### config.mk
export PLATFORM = sky130hd
export DESIGN_NAME = pw_bridge
export DESIGN_NICKNAME = d
export VERILOG_FILES = /design/src/rtl/pw_pkg.sv /design/src/rtl/pw_fifo.sv /design/src/rtl/pw_rd_seq.sv /design/src/rtl/pw_bridge.sv
export SDC_FILE = /design/constraint.sdc
export NUM_CORES = 1
export LEC_CHECK = 0
export ABC_AREA = 1
export ABC_CLOCK_PERIOD_IN_PS = 10200
export BUFFER_PORTS_ARGS = -buffer_cell sky130_fd_sc_hd__buf_2
export CORE_MARGIN = 1.5
export CORE_UTILIZATION = 35
export CTS_CLUSTER_SIZE = 16
export DETAILED_ROUTE_END_ITERATION = 7
export SKIP_CTS_REPAIR_TIMING = 1
export SYNTH_ARGS = -nofsm -noshare
export SYNTH_HDL_FRONTEND = slang
export SYNTH_SLANG_ARGS = --single-unit
export TNS_END_PERCENT = 20
### constraint.sdc
create_clock -name clk -period 10.2 [get_ports clk]
set_input_delay 1.02 -clock clk [delete_from_list [all_inputs] [get_ports clk]]
set_output_delay 1.02 -clock clk [all_outputs]
set_load 0.01 [all_outputs]
### src/rtl/pw_pkg.sv
package pw_pkg;
  typedef enum logic [2:0] {
    RS_IDLE,
    RS_FLUSH_DN,
    RS_ISSUE,
    RS_WAIT,
    RS_RESP
  } rd_state_e;
endpackage

### src/rtl/pw_fifo.sv
module pw_fifo #(
  parameter int WIDTH = 8,
  parameter int DEPTH = 8,
  localparam int PW = (DEPTH > 1) ? $clog2(DEPTH) : 1,
  localparam int CW = $clog2(DEPTH + 1)
) (
  input  logic             clk,
  input  logic             rst,
  input  logic             in_valid,
  output logic             in_ready,
  input  logic [WIDTH-1:0] in_data,
  output logic             out_valid,
  input  logic             out_ready,
  output logic [WIDTH-1:0] out_data,
  output logic [CW-1:0]    level
);
  logic [WIDTH-1:0] mem [DEPTH];
  logic [PW-1:0]    wr_ptr, rd_ptr;
  logic             push, pop;

  assign in_ready  = (level != CW'(DEPTH));
  assign out_valid = (level != '0);
  assign out_data  = mem[rd_ptr];
  assign push      = in_valid && in_ready;
  assign pop       = out_valid && out_ready;

  function automatic logic [PW-1:0] bump(input logic [PW-1:0] p);
    return (p == PW'(DEPTH - 1)) ? '0 : p + 1'b1;
  endfunction

  always_ff @(posedge clk) begin
    if (rst) begin
      wr_ptr <= '0;
      rd_ptr <= '0;
      level  <= '0;
    end else begin
      if (push) begin
        mem[wr_ptr] <= in_data;
        wr_ptr      <= bump(wr_ptr);
      end
      if (pop) rd_ptr <= bump(rd_ptr);
      level <= level + CW'(push) - CW'(pop);
    end
  end


  no_overflow_chk: assert property (@(posedge clk) disable iff (rst)
    level <= CW'(DEPTH));


  head_hold_chk: assert property (@(posedge clk) disable iff (rst)
    (out_valid && !out_ready) |=> (out_valid && $stable(out_data)));
endmodule

### src/rtl/pw_rd_seq.sv
module pw_rd_seq
  import pw_pkg::*;
#(
  parameter int ADDR_W = 16,
  parameter int DATA_W = 32,
  parameter int DEPTH  = 8,
  localparam int CW = $clog2(DEPTH + 1)
) (
  input  logic              clk,
  input  logic              rst,
  input  logic              rd_accept,
  input  logic [ADDR_W-1:0] rd_addr_in,
  input  logic              rd_io_in,
  input  logic [CW-1:0]     dn_level,
  input  logic [CW-1:0]     up_level,
  input  logic              up_pop,
  output logic              idle,
  output logic              issue_valid,
  input  logic              issue_ready,
  output logic [ADDR_W-1:0] issue_addr,
  output logic              issue_io,
  input  logic              rdata_valid,
  input  logic [DATA_W-1:0] rdata_in,
  output logic              rsp_valid,
  input  logic              rsp_ready,
  output logic [DATA_W-1:0] rsp_data
);
  rd_state_e         state;
  logic [CW-1:0]     drain_q;
  logic              have_q;
  logic [DATA_W-1:0] data_q;
  logic [ADDR_W-1:0] addr_q;
  logic              io_q;

  assign idle        = (state == RS_IDLE);
  assign issue_valid = (state == RS_ISSUE);
  assign issue_addr  = addr_q;
  assign issue_io    = io_q;
  assign rsp_valid   = (state == RS_RESP);
  assign rsp_data    = data_q;

  always_ff @(posedge clk) begin
    if (rst) begin
      state   <= RS_IDLE;
      drain_q <= '0;
      have_q  <= 1'b0;
      data_q  <= '0;
      addr_q  <= '0;
      io_q    <= 1'b0;
    end else begin
      case (state)
        RS_IDLE: if (rd_accept) begin
          addr_q <= rd_addr_in;
          io_q   <= rd_io_in;
          state  <= RS_FLUSH_DN;
        end
        RS_FLUSH_DN: if (dn_level == '0) state <= RS_ISSUE;
        RS_ISSUE: if (issue_ready) begin
          drain_q <= up_level - CW'(up_pop);
          have_q  <= 1'b0;
          state   <= RS_WAIT;
        end
        RS_WAIT: begin
          if (have_q && drain_q == '0) state <= RS_RESP;
          if (rdata_valid && !have_q) begin
            have_q <= 1'b1;
            data_q <= rdata_in;
          end
          if (up_pop && drain_q != '0) drain_q <= drain_q - 1'b1;
        end
        RS_RESP: if (rsp_ready) state <= RS_IDLE;
        default: state <= RS_IDLE;
      endcase
    end
  end


  issue_after_flush_chk: assert property (@(posedge clk) disable iff (rst)
    issue_valid |-> (dn_level == '0));


  issue_hold_chk: assert property (@(posedge clk) disable iff (rst)
    (issue_valid && !issue_ready) |=> (issue_valid && $stable(issue_addr)));


  rsp_after_drain_chk: assert property (@(posedge clk) disable iff (rst)
    rsp_valid |-> (drain_q == '0 && dn_level == '0));


  rsp_hold_chk: assert property (@(posedge clk) disable iff (rst)
    (rsp_valid && !rsp_ready) |=> (rsp_valid && $stable(rsp_data)));
endmodule

### src/rtl/pw_bridge.sv
module pw_bridge #(
  parameter int ADDR_W = 16,
  parameter int DATA_W = 32,
  parameter int DEPTH  = 8,
  localparam int EW = 1 + ADDR_W + DATA_W,
  localparam int CW = $clog2(DEPTH + 1)
) (
  input  logic              clk,
  input  logic              rst,
  input  logic              src_req_valid,
  output logic              src_req_ready,
  input  logic              src_req_write,
  input  logic              src_req_io,
  input  logic [ADDR_W-1:0] src_req_addr,
  input  logic [DATA_W-1:0] src_req_data,
  output logic              src_rsp_valid,
  input  logic              src_rsp_ready,
  output logic [DATA_W-1:0] src_rsp_data,
  output logic              dst_cmd_valid,
  input  logic              dst_cmd_ready,
  output logic              dst_cmd_write,
  output logic              dst_cmd_io,
  output logic [ADDR_W-1:0] dst_cmd_addr,
  output logic [DATA_W-1:0] dst_cmd_data,
  input  logic              dst_rdata_valid,
  input  logic [DATA_W-1:0] dst_rdata,
  input  logic              dst_wr_valid,
  output logic              dst_wr_ready,
  input  logic              dst_wr_io,
  input  logic [ADDR_W-1:0] dst_wr_addr,
  input  logic [DATA_W-1:0] dst_wr_data,
  output logic              src_wr_valid,
  input  logic              src_wr_ready,
  output logic              src_wr_io,
  output logic [ADDR_W-1:0] src_wr_addr,
  output logic [DATA_W-1:0] src_wr_data
);
  logic          seq_idle, issue_valid, issue_io;
  logic [ADDR_W-1:0] issue_addr;
  logic          dn_in_valid, dn_in_ready, dn_out_valid, dn_out_ready;
  logic [EW-1:0] dn_in, dn_head, up_in, up_head;
  logic [CW-1:0] dn_level, up_level;
  logic          rd_accept, up_pop;

  assign src_req_ready = seq_idle && (src_req_write ? dn_in_ready : 1'b1);
  assign dn_in_valid   = src_req_valid && src_req_write && seq_idle;
  assign rd_accept     = src_req_valid && src_req_ready && !src_req_write;
  assign dn_in         = {src_req_io, src_req_addr, src_req_data};
  assign dn_out_ready  = dst_cmd_ready && !issue_valid;

  pw_fifo #(.WIDTH(EW), .DEPTH(DEPTH)) u_dn_q (
    .clk(clk), .rst(rst),
    .in_valid(dn_in_valid), .in_ready(dn_in_ready), .in_data(dn_in),
    .out_valid(dn_out_valid), .out_ready(dn_out_ready), .out_data(dn_head),
    .level(dn_level)
  );

  assign up_in  = {dst_wr_io, dst_wr_addr, dst_wr_data};
  assign up_pop = src_wr_valid && src_wr_ready;

  pw_fifo #(.WIDTH(EW), .DEPTH(DEPTH)) u_up_q (
    .clk(clk), .rst(rst),
    .in_valid(dst_wr_valid), .in_ready(dst_wr_ready), .in_data(up_in),
    .out_valid(src_wr_valid), .out_ready(src_wr_ready), .out_data(up_head),
    .level(up_level)
  );

  assign src_wr_io   = up_head[EW-1];
  assign src_wr_addr = up_head[DATA_W +: ADDR_W];
  assign src_wr_data = up_head[DATA_W-1:0];

  pw_rd_seq #(.ADDR_W(ADDR_W), .DATA_W(DATA_W), .DEPTH(DEPTH)) u_seq (
    .clk(clk), .rst(rst),
    .rd_accept(rd_accept), .rd_addr_in(src_req_addr), .rd_io_in(src_req_io),
    .dn_level(dn_level), .up_level(up_level), .up_pop(up_pop),
    .idle(seq_idle),
    .issue_valid(issue_valid), .issue_ready(dst_cmd_ready),
    .issue_addr(issue_addr), .issue_io(issue_io),
    .rdata_valid(dst_rdata_valid), .rdata_in(dst_rdata),
    .rsp_valid(src_rsp_valid), .rsp_ready(src_rsp_ready), .rsp_data(src_rsp_data)
  );

  // Target-side command mux: the read slot only exists once the queue is empty.
  always_comb begin
    if (issue_valid) begin
      dst_cmd_valid = 1'b1;
      dst_cmd_write = 1'b0;
      dst_cmd_io    = issue_io;
      dst_cmd_addr  = issue_addr;
      dst_cmd_data  = '0;
    end else begin
      dst_cmd_valid = dn_out_valid;
      dst_cmd_write = 1'b1;
      dst_cmd_io    = dn_head[EW-1];
      dst_cmd_addr  = dn_head[DATA_W +: ADDR_W];
      dst_cmd_data  = dn_head[DATA_W-1:0];
    end
  end


  busy_block_chk: assert property (@(posedge clk) disable iff (rst)
    src_rsp_valid |-> !src_req_ready);
endmodule

# After elaboration in Yosys (flattened, before gate mapping)
# Memory sizes are Yosys's and may differ from the RTL's. A register that Yosys moved wholly into a read port is not among the register bits.
# Index checks and enable logic that the tools add are counted.
[totals]
ff_bits = 77
mem_bits_rw = 784
mem_count = 2
input_bits = 139
elab_cells = 101
output_inout_bits = 136
[mem_list]
columns = ["name", "words", "word_bits", "read_ports", "rd_clocked_by_memory_dff", "wr", "line_no", "rtl"]
rows = [
  ["u_dn_q.mem", 8, 49, 1, 1, 1, "pw_fifo.sv:17", "logic [WIDTH-1:0] mem [DEPTH];"],
  ["u_up_q.mem", 8, 49, 1, 1, 1, "pw_fifo.sv:17", ""],
]
[op_classes]
muxes = 32
n_eq_ne = 17
n_reduce_logical = 28
n_addsub = 10
[op_table]
columns = ["op", "count"]
rows = [
  ["$mux W3", 13],
  ["$mux W32", 1],
  ["$mux W16", 1],
  ["$eq A3 B3 Y1 const B", 5],
  ["$pmux W3 S5", 1],
  ["$logic_and A1 B1 Y1", 13],
  ["$add A3 B1 Y3 const B", 4],
  ["$mux W1", 12],
  ["$ne A2 B1 Y1 const B", 6],
  ["$reduce_bool A4 Y1", 3],
  ["$sub A4 B1 Y4", 3],
  ["$add A4 B1 Y4", 2],
  ["$logic_not A4 Y1", 2],
  ["$mux W4", 2],
  ["$ne A4 B4 Y1 const B", 2],
  ["$pmux W4 S2", 1],
  ["$eq A3 B2 Y1 const B", 2],
  ["$reduce_and A3 Y1", 2],
  ["$reduce_and A5 Y1", 1],
  ["$reduce_and A2 Y1", 2],
  ["$sub A4 B1 Y4 const B", 1],
  ["$eq A3 B1 Y1 const B", 1],
  ["$logic_not A1 Y1", 3],
  ["$logic_not A3 Y1", 1],
  ["other kinds (3)", 3],
]

# Logic depth before layout (Yosys ltp)
[logic_depth]
ltp_word = 7
mapped_depth = 14
mapped_depth_nobuf = 14

# By module
# A second synthesis with hierarchy kept.
[hier_totals]
cells_unflattened = 4028
hier_area_um2 = 38499.4
[modules_own_cells]
columns = ["mod", "seq_area_each_um2", "cells_each", "area_each_um2", "n_inst"]
rows = [
  ["pw_fifo (u_up_q)", 12031.5, 1787, 17793.3, 1],
  ["pw_fifo (u_dn_q)", 12031.5, 1787, 17765.8, 1],
  ["pw_rd_seq", 1141.1, 317, 2372.3, 1],
  ["pw_bridge", 0.0, 137, 568.0, 1],
]

# Worst setup path after synthesis
# No wires, ideal clock.
[synth_path]
path_type = "in2reg"
startpoint = "input rst"
endpoint = "memory u_dn_q.mem[1][0] (netlist bit), enable pin"
t_arrival_ns = 3.619
cell_stages = 5
required_time_ns = 9.744
setup_time_ns = 0.456
n_path_buf = 2
path_slack_ns = 6.126
cell_sequence = "clkbuf_1 inv_1 buf_2 nand3_1 nor2_1"
[synth_between]
elab_chain_cells = 2
[synth_lines]
columns = ["item", "line_no", "rtl"]
rows = [
  ["start, declared", "pw_bridge.sv:9", "input logic rst,"],
  ["$mux W1", "pw_fifo.sv:32", "if (rst) begin"],
  ["$mux W1 (implied by the code)", "pw_fifo.sv:38", "mem[wr_ptr] <= in_data;"],
  ["end, declared", "pw_fifo.sv:17", ""],
]
# Every way passes these cells.

==> impl_metrics.json <==
{
  "status": "finished, final reports clean",
  "worst_slew_pin_slew_ns": 1.114,
  "synth-seq-area-share_pct": 73.20,
  "avgSynthCellArea_um2": 12.37,
  "avgViaCountPerCell": 4.942,
  "internal_power_w": 0.006558,
  "drt-total-wl_um": 82730,
  "fin_setup_tns_ns": 0,
  "clockRootBuffer": "clkbuf_16",
  "grt_max_degree": 101,
  "synth_cells": 2784,
  "synthFlopType": "edfxtp_1",
  "power_frac_comb_pct": 23.4,
  "synth_nets": 2951,
  "wl_per_cell_um": 18.94,
  "ys_ff_latch": 867,
  "vias": 21580,
  "switching_power_w": 0.003038,
  "die_area_um2": 100300,
  "cts.sinks": 867,
  "cp-end-kind": "output pin",
  "design_area_um2": 39780,
  "place_area_um2": 36890,
  "track_usage_pct": 16.18,
  "core_area_um2": 97140,
  "die_w_um": 316.7,
  "finish.utilization_pct": 40.95,
  "worstSetupStartpointType": "flip-flop",
  "pre_cts_slack_ns": 5.907,
  "pwr-share-clk_pct": 33.1,
  "rsz0062_at_grt": "false",
  "synthTopCellsByArea": "edfxtp_1 (68%), nor2_1 (7.0%), o21ai_0 (6.6%)",
  "crit_type": "reg2out",
  "h-tree-depth": 3,
  "ir_worst_vdd_mv": 0.1666,
  "layout.nets": 3180,
  "final_hold_viol_count": 0,
  "grt_pass1_wl_um": 123700,
  "setup-violations-final": 0,
  "hold_path.class": "reg2reg",
  "die_h_um": 316.7,
  "drt_pass1_iterations": 5,
  "timing.max_cap.violations": 0,
  "ioPinCount": 275,
  "p_per_area_nw_per_um2": 241.2,
  "cts_buffer_depth": 3,
  "final_cell_mix": "edfxtp_1 (784), nor2_1 (623), o21ai_0 (452)",
  "io_buffers": 274,
  "drive_gt1_share_pct": 15.93,
  "area_growth_pct": 15.52,
  "place_congestion": 0.7239,
  "power.leakage_nw": 13.91,
  "fmax_mhz": 199.3,
  "rows": 114,
  "overflow": 0,
  "start_util_pct": 35.45,
  "synth.yosys.warnings": 0,
  "dp_hpwl_um": 42400,
  "setup_ws_ns": 5.183,
  "slew_viol_final": 0,
  "critPathMaxFanout": 84,
  "worstPathArrival_ns": 4.00,
  "yosysTopAreaCell": "edfxtp_1",
  "cts_tree": "built",
  "skew_ns": 0.03124,
  "relSlewSlack_pct": 25.76,
  "finalCriticalPeriod_ns": 5.017,
  "async_flop_share_pct": 0,
  "p_sw_share_pct": 31.66,
  "worstSkewPairLatency_ns": 0.67,
  "route.detailed.drc": 0,
  "postRouteAntennaNets": 0,
  "layout_commonest_cell": "edfxtp_1",
  "grt_pass1_vias": 20710,
  "antenna_found_initial": 15,
  "required_ns": 9.18,
  "synth-edff-count": 784,
  "drt_iter0_markers": 1854,
  "power_frac_seq_pct": 43.5,
  "finalCritPeriodShare_pct": 49.18,
  "path_clk_slew_ns": 0.06,
  "numCtsBuffers": 91,
  "synth_area_um2": 34430,
  "synth_cell_type_count": 35,
  "yosysTopAreaCellShare_pct": 68.37
}
-- synth_stat cells, types with 2 or more instances --
cell type and count:
edfxtp_1 784, nor2_1 639, o21ai_0 452, nand2_1 232, dfxtp_1 83, o22ai_1 81, clkbuf_1 74, o21ai_1 69
inv_1 66, buf_2 51, mux2i_1 49, nand3_1 44, o211ai_1 29, ha_1 26, buf_4 18, a21oi_2 17
buf_6 16, a21oi_1 15, inv_2 7, buf_1 6, clkbuf_2 5, nand4_1 3, nor2_4 3, fa_1 2
nand2_2 2, xnor2_1 2
-- path summary, 6_finish.rpt --
check             cells past startpoint                end  slack [ns]        startpoint
setup / recovery                      9   dst_cmd_data[16]        5.18         flip-flop
hold / removal                        2   u_seq.drain_q[0]        0.46  u_seq.drain_q[0]
setup reg to reg                      8  u_dn_q.mem[5][22]        7.29    u_seq.state[2]
hold reg to reg                       2   u_seq.drain_q[0]        0.46  u_seq.drain_q[0]
-- metrics by stage --
stage | total power [W] | instances | hold WS [ns]
after floorplan | 0.005714 | 2784 | 0.4410
after global placement | 0.006497 | 4196 | 0.4515
after detailed placement | 0.006518 | 4196 | 0.4554
after CTS | 0.009715 | 4364 | 0.4652
after global routing | 0.01012 | 4367 | 0.4817
final | 0.009595 | 4367 | 0.4623
-- area by class of cell --
| class | instances | area [µm²] |
|---|---|---|
| fillers | 9043 | 57360 |
| repair buffers | 306 | 1612 |
| multi-input cells | 1672 | 8168 |
| diodes | 3 | 7.507 |
| clock inverters | 59 | 495.5 |
| well taps | 1276 | 1597 |
| flip-flops and latches | 867 | 25220 |
| inverters | 75 | 287.8 |
| clock buffers | 109 | 2387 |
-- per-layer routing --
metal / wire length (µm) / global-route usage [%] / up-vias / share of wire [%]
met1: 37840 / 22.03 / 10590 / 46
met2: 38830 / 26.22 / 481 / 47
met4: 1502 / 4.751 / 10 / 1.8
li1: - / - / 10380 / -
met5: 63 / 0 / - / 0.076
met3: 4493 / 3.211 / 115 / 5.4
-- power groups by stage --
stage | sequential [W] | clock [W] | combinational, W
final | 0.00418 | 0.00318 | 0.00224
after global routing | 0.00420 | 0.00340 | 0.00252
after CTS | 0.00418 | 0.00326 | 0.00228
after detailed placement | 0.00425 | 0 | 0.00227
after global placement | 0.00425 | 0 | 0.00225
after floorplan | 0.00415 | 0 | 0.00156
-- state kept, by name (all words and copies together) (netlist names), named ones only --
name and cells:
u_seq.state 3, u_seq.issue_io 1, u_seq.issue_addr 16, u_up_q.rd_ptr 3, u_dn_q.rd_ptr 3, u_up_q.level 4, u_dn_q.level 4, u_seq.have_q 1
u_dn_q.mem 392, u_up_q.mem 392, u_up_q.wr_ptr 3, u_dn_q.wr_ptr 3, u_seq.rsp_data 32, u_seq.drain_q 4
-- critical path, cell delays in order, from the launching register on --
cell and delay, ns:
dfxtp_4 0.93, buf_4 0.65, buf_4 0.73, nor2_1 0.13, nor2_1 0.12, o21ai_0 0.09, o21ai_0 0.09, o21ai_0 0.09
nor2_1 0.20, buf_2 0.17
-- kinds of logic (layout without fill, tap and decap cells) --
group / count (synthesis) / count (layout) / share of synthesized area [%]
and+or+nand+nor: 928 / 928 / 10.46
xor gates and xnor gates: 2 / 2 / 0.05088
adders and majority gates: 28 / 28 / 1.061
AOI/OAI and AO/OA: 665 / 665 / 10.38
other: 0 / 3 / 0
muxes: 49 / 49 / 1.424
DFF: 867 / 867 / 73.20
buffers and inverters: 245 / 549 / 3.430
No activity file was read; power rests on OpenSTA's default activity.
